==> src/rtl/sram_ctrl.sv <==
module sram_ctrl #(
  parameter int AW       = 16,
  parameter int DW       = 16,
  parameter int RD_WAIT  = 2,
  parameter int WR_PULSE = 1,
  parameter int TURN     = 1,
  localparam int NB      = DW / 8
) (
  input  logic          clk,
  input  logic          rst_n,
  input  logic          req,
  input  logic          req_we,
  input  logic [AW-1:0] req_addr,
  input  logic [DW-1:0] req_wdata,
  input  logic [NB-1:0] req_be,
  output logic          ready,
  output logic          rd_valid,
  output logic [DW-1:0] rd_data,
  output logic [AW-1:0] mem_addr,
  output logic          mem_cs_n,
  output logic          mem_oe_n,
  output logic          mem_we_n,
  output logic [NB-1:0] mem_be_n,
  output logic [DW-1:0] mem_dq_o,
  input  logic [DW-1:0] mem_dq_i,
  output logic          mem_dq_oe
);

  localparam int MAXC = (RD_WAIT > WR_PULSE) ? ((RD_WAIT > TURN) ? RD_WAIT : TURN)
                                             : ((WR_PULSE > TURN) ? WR_PULSE : TURN);
  localparam int CW = $clog2(MAXC + 1) + 1;

  typedef enum logic [2:0] {S_IDLE, S_RD, S_WR, S_WHOLD, S_TURN} state_t;

  state_t        state;
  logic [CW-1:0] cnt;

  assign ready = (state == S_IDLE);

  always_ff @(posedge clk or negedge rst_n) begin
    if (!rst_n) begin
      state     <= S_IDLE;
      cnt       <= '0;
      mem_addr  <= '0;
      mem_cs_n  <= 1'b1;
      mem_oe_n  <= 1'b1;
      mem_we_n  <= 1'b1;
      mem_be_n  <= '1;
      mem_dq_o  <= '0;
      mem_dq_oe <= 1'b0;
      rd_valid  <= 1'b0;
      rd_data   <= '0;
    end else begin
      rd_valid <= 1'b0;
      case (state)
        S_IDLE: if (req) begin
          mem_addr <= req_addr;
          mem_be_n <= ~req_be;
          mem_cs_n <= 1'b0;
          cnt      <= '0;
          if (req_we) begin
            mem_we_n  <= 1'b0;
            mem_dq_oe <= 1'b1;
            mem_dq_o  <= req_wdata;
            state     <= S_WR;
          end else begin
            mem_oe_n <= 1'b0;
            state    <= S_RD;
          end
        end
        S_RD: if (cnt == CW'(RD_WAIT - 1)) begin
          for (int l = 0; l < NB; l++)
            rd_data[8*l +: 8] <= mem_be_n[l] ? 8'h00 : mem_dq_i[8*l +: 8];
          rd_valid <= 1'b1;
          mem_cs_n <= 1'b1;
          mem_oe_n <= 1'b1;
          mem_be_n <= '1;
          cnt      <= '0;
          state    <= S_TURN;
        end else begin
          cnt <= cnt + 1'b1;
        end
        S_WR: if (cnt == CW'(WR_PULSE - 1)) begin
          mem_we_n <= 1'b1;
          cnt      <= '0;
          state    <= S_WHOLD;
        end else begin
          cnt <= cnt + 1'b1;
        end
        S_WHOLD: begin
          mem_cs_n  <= 1'b1;
          mem_be_n  <= '1;
          mem_dq_oe <= 1'b0;
          state     <= S_TURN;
        end
        S_TURN: if (cnt == CW'(TURN - 1)) begin
          cnt   <= '0;
          state <= S_IDLE;
        end else begin
          cnt <= cnt + 1'b1;
        end
        default: state <= S_IDLE;
      endcase
    end
  end

  a_r3_drv_safe: assert property (@(posedge clk) disable iff (!rst_n)
    mem_dq_oe |-> (!mem_cs_n && mem_oe_n));

  a_r4_no_oe_in_write: assert property (@(posedge clk) disable iff (!rst_n)
    !mem_we_n |-> mem_oe_n);

  a_r2_we_needs_cs: assert property (@(posedge clk) disable iff (!rst_n)
    !mem_we_n |-> (!mem_cs_n && mem_dq_oe));

  a_r6_valid_pulse: assert property (@(posedge clk) disable iff (!rst_n)
    rd_valid |=> !rd_valid);

  a_r8_idle_quiet: assert property (@(posedge clk) disable iff (!rst_n)
    ready |-> (mem_cs_n && mem_oe_n && mem_we_n && !mem_dq_oe));

  a_r9_addr_stable: assert property (@(posedge clk) disable iff (!rst_n)
    (!mem_cs_n && $past(!mem_cs_n)) |-> $stable(mem_addr));

endmodule

==> config.mk <==
export PLATFORM = sky130hd
export DESIGN_NAME = sram_ctrl
export DESIGN_NICKNAME = d
export VERILOG_FILES = /design/src/rtl/sram_ctrl.sv
export SDC_FILE = /design/constraint.sdc
export NUM_CORES = 1
export LEC_CHECK = 0
export BUFFER_PORTS_ARGS = -buffer_cell sky130_fd_sc_hd__clkbuf_2
export CORE_MARGIN = 3
export CORE_UTILIZATION = 40
export DETAILED_ROUTE_END_ITERATION = 12
export PLACE_DENSITY_LB_ADDON = 0.25
export RECOVER_POWER = 100
export SLEW_MARGIN = 5
export SYNTH_ARGS = -nofsm -noshare
export SYNTH_HDL_FRONTEND = slang
export SYNTH_SLANG_ARGS = --single-unit
==> constraint.sdc <==
create_clock -name clk -period 2 [get_ports clk]
set_clock_uncertainty 0.15 [all_clocks]
set_input_delay 0.6 -clock clk [delete_from_list [all_inputs] [get_ports clk]]
set_output_delay 0.6 -clock clk [all_outputs]
set_load 0.03 [all_outputs]
==> results.txt <==
status: completed
Final min period: 1.938 ns
ANT nets after route: 0
Max H-tree Level: 3
largest net degree at the start of global routing: 62
worst-path maximum fanout: 4
I/O Buffers: 109
CTS tree: yes
Post-Syn Area: 2639 um^2
Synth area leader: dfrtp_1
Die ar.: 7607 um^2
flop and latch count out of synthesis: 61
final worst-path setup slack: 0.06209 ns
Core Region: 6166 um^2
Routed WL: 5588 um
setup violators final: 0
Syn Area/Cell: 12.87 um^2
I/O Pins: 110
worst slack, placed: 0.1426 ns
Root Buffer: clkbuf_8
Rel. slew slack: 72.62%
P_leak: 1.602 nW
All-Layer GR Usage: 14.75%
Power Density: 1795 nW/um^2
DIE HEIGHT: 87.22 um
Seq/Total Area, Yosys: 58.08%
initial antenna violation count: 0
routed length per instance: 13.87 um
area delta synth->final: 27.41%
DRC errors left: 0
ranking of synthesized cells by area: dfrtp_1 (53%), mux2_2 (6.8%), nand2_1 (5.4%)
warnings from Yosys: 0
Post-synth EDFFs: 0
Tcrit/Tclk final: 96.90%
RR Startpoint: state[0]
Placed Cells: 386
DR iter-0 viols: 20
Hold Fails Final Rpt: 0
Num CTS Buffers: 9
cell with the most instances after synthesis: dfrtp_1
actual slew at the worst max-slew pin: 0.4124 ns
crit end category: output pin
GR Overflow Total: 0
Bufs on Longest Clock Path: 2
DR vias: 1905
asr flop ratio synth: 100.0%
count of different cell masters after synthesis: 36
detailed placement HPWL: 4071 um
RSZ-0062 raised after global routing: false
Vias/cell: 4.727
Mapped Cells: 205
Most used DFF post-synth: dfrtp_1
max-cap viol count: 0
Worst Path Arrival: 1.19 ns
share of cells above drive strength 1: 33.54%
Final TNS setup: 0 ns
worst-skew pair later-pin latency: 0.32 ns
Worst R2R End: mem_addr[9]
Peak VDD IR: 0.7994 mV
router iterations before antenna repair: 4
met1 Use GR: 18.95%
Max Clk Rate: 516.0 MHz
Placer Congestion: 0.7553
r2r worst-path depth: 5
Syn Nets: 262
WS Path Type: flip-flop to output pin
row count: 28
critical path required time: 1.25 ns
top cells by count, synth: dfrtp_1 (56), nand2_1 (38), mux2_2 (16), nand3b_1 (16), mux2_1 (9)
first-pass GRT wire length: 8756 um
Initial Util: 42.80%
clk slew on worst S/H paths: 0.07 ns
final cell count without fillers: 403
worst hold path class: primary input to asynchronous set/reset pin
Global Route met2 Usage: 23.81%
fin. max-slew vios: 0
Worst Setup Start Kind: flip-flop
vias in the first global route: 1873
utilization after layout: 54.53%
Most Crowded Layer GR: met2
met3 Use GR: 3.879%
Synth top area share: 53.11%
Reg2Reg Setup Slack: 0.09 ns
CTS sink count: 61
chip width: 87.22 um
ANT cells: 0
Layout Nets: 380
[final cells by class]
cell class | count | area [um^2]
Tap cell | 75 | 93.84
Multi-Input combinational cell | 128 | 940.9
Clock buffer | 12 | 145.1
Clock inverter | 4 | 47.55
Timing Repair Buffer | 117 | 573.1
Sequential cell | 61 | 1534
Fill cell | 607 | 2804
Inverter | 6 | 27.53
[worst max-delay path by stage]
| stage | from | to | slack, ns | cells after the start |
|---|---|---|---|---|
| finish | state[0] | ready | 0.06 | 2 |
| global route | state[0] | ready | 0.01 | 2 |
| CTS | state[0] | ready | 0.03 | 2 |
| detailed placement | cnt[0] | state[2] | 0.14 | 6 |
| global placement | cnt[0] | state[2] | 0.21 | 6 |
| floorplan | state[0] | mem_addr[0] | 0.08 | 6 |
[flip-flops by register name (all words and copies together), names as in the netlist]
signal and flops:
rd_data 16, rd_valid 1, mem_dq_oe 1, mem_be_n 2, cnt 3, mem_oe_n 1, mem_addr 16, mem_dq_o 16
state 3, mem_we_n 1, mem_cs_n 1
[layout by cell type (no fill, tap or decap), types with 3 or more instances in the layout]
| cell | Yosys | final |
|---|---|---|
| clkbuf_2 | 0 | 58 |
| dfrtp_1 | 56 | 55 |
| clkbuf_1 | 0 | 53 |
| nand2_1 | 38 | 38 |
| mux2_1 | 9 | 17 |
| nand3b_1 | 16 | 16 |
| mux2_2 | 16 | 16 |
| clkbuf_8 | 0 | 11 |
| inv_1 | 5 | 5 |
| o21ai_0 | 5 | 5 |
| dfstp_2 | 5 | 5 |
| nor2b_1 | 4 | 4 |
| nor2_1 | 4 | 4 |
| a21oi_1 | 3 | 3 |
| ha_1 | 3 | 3 |
| buf_4 | 2 | 3 |
[report_power, final]
part           internal (W)  total [W]  switching (W)
Sequential          0.00183    0.00215       0.000326
Clock              0.000607    0.00106       0.000456
Combinational      0.000929    0.00282        0.00189
Total               0.00336    0.00603        0.00267
[routing by layer]
| metal | wire [um] | vias to the layer above | share of wire (%) |
|---|---|---|---|
| li1 | - | 928 | - |
| met1 | 2454 | 913 | 44 |
| met2 | 2661 | 59 | 48 |
| met3 | 433 | 5 | 7.7 |
| met4 | 38 | 0 | 0.68 |
| met5 | 0 | - | 0 |
[stage by stage]
step / hold slack (ns) / area (um^2) / total power (W)
final: 0.1648 / 3362 / 0.006034
after global routing: 0.1857 / 3362 / 0.006432
after CTS: 0.1356 / 3470 / 0.006359
after detailed placement: 0.3058 / 3261 / 0.005230
after global placement: 0.2988 / 3261 / 0.005155
after floorplan: 0.1544 / 2639 / 0.004362
[what timing repair did]
item,in CTS,in global routing
endpoints found under the setup margin,1,1
hold buffers,0,0
gates resized for setup,2,1
gates cloned,0,0
pin swaps,1,0
buffers inserted,1,0
endpoints found under the hold margin,0,0
[kinds of logic (layout without fill, tap and decap cells)]
kind of cell    after synthesis  after routing  share of synthesized area [%]
flops                        61             61                          58.08
simple gates                 75             75                          15.50
fa+ha+maj                     3              3                          1.423
compound gates               17             17                          4.647
mux                          33             33                          15.22
buf+inv                      16            139                          5.121
[critical path, stage by stage (launching register included)]
cell and delay [ns]:
dfrtp_2 0.44, nor3_4 0.23, clkbuf_8 0.20
(Power assumes the default switching activity.)
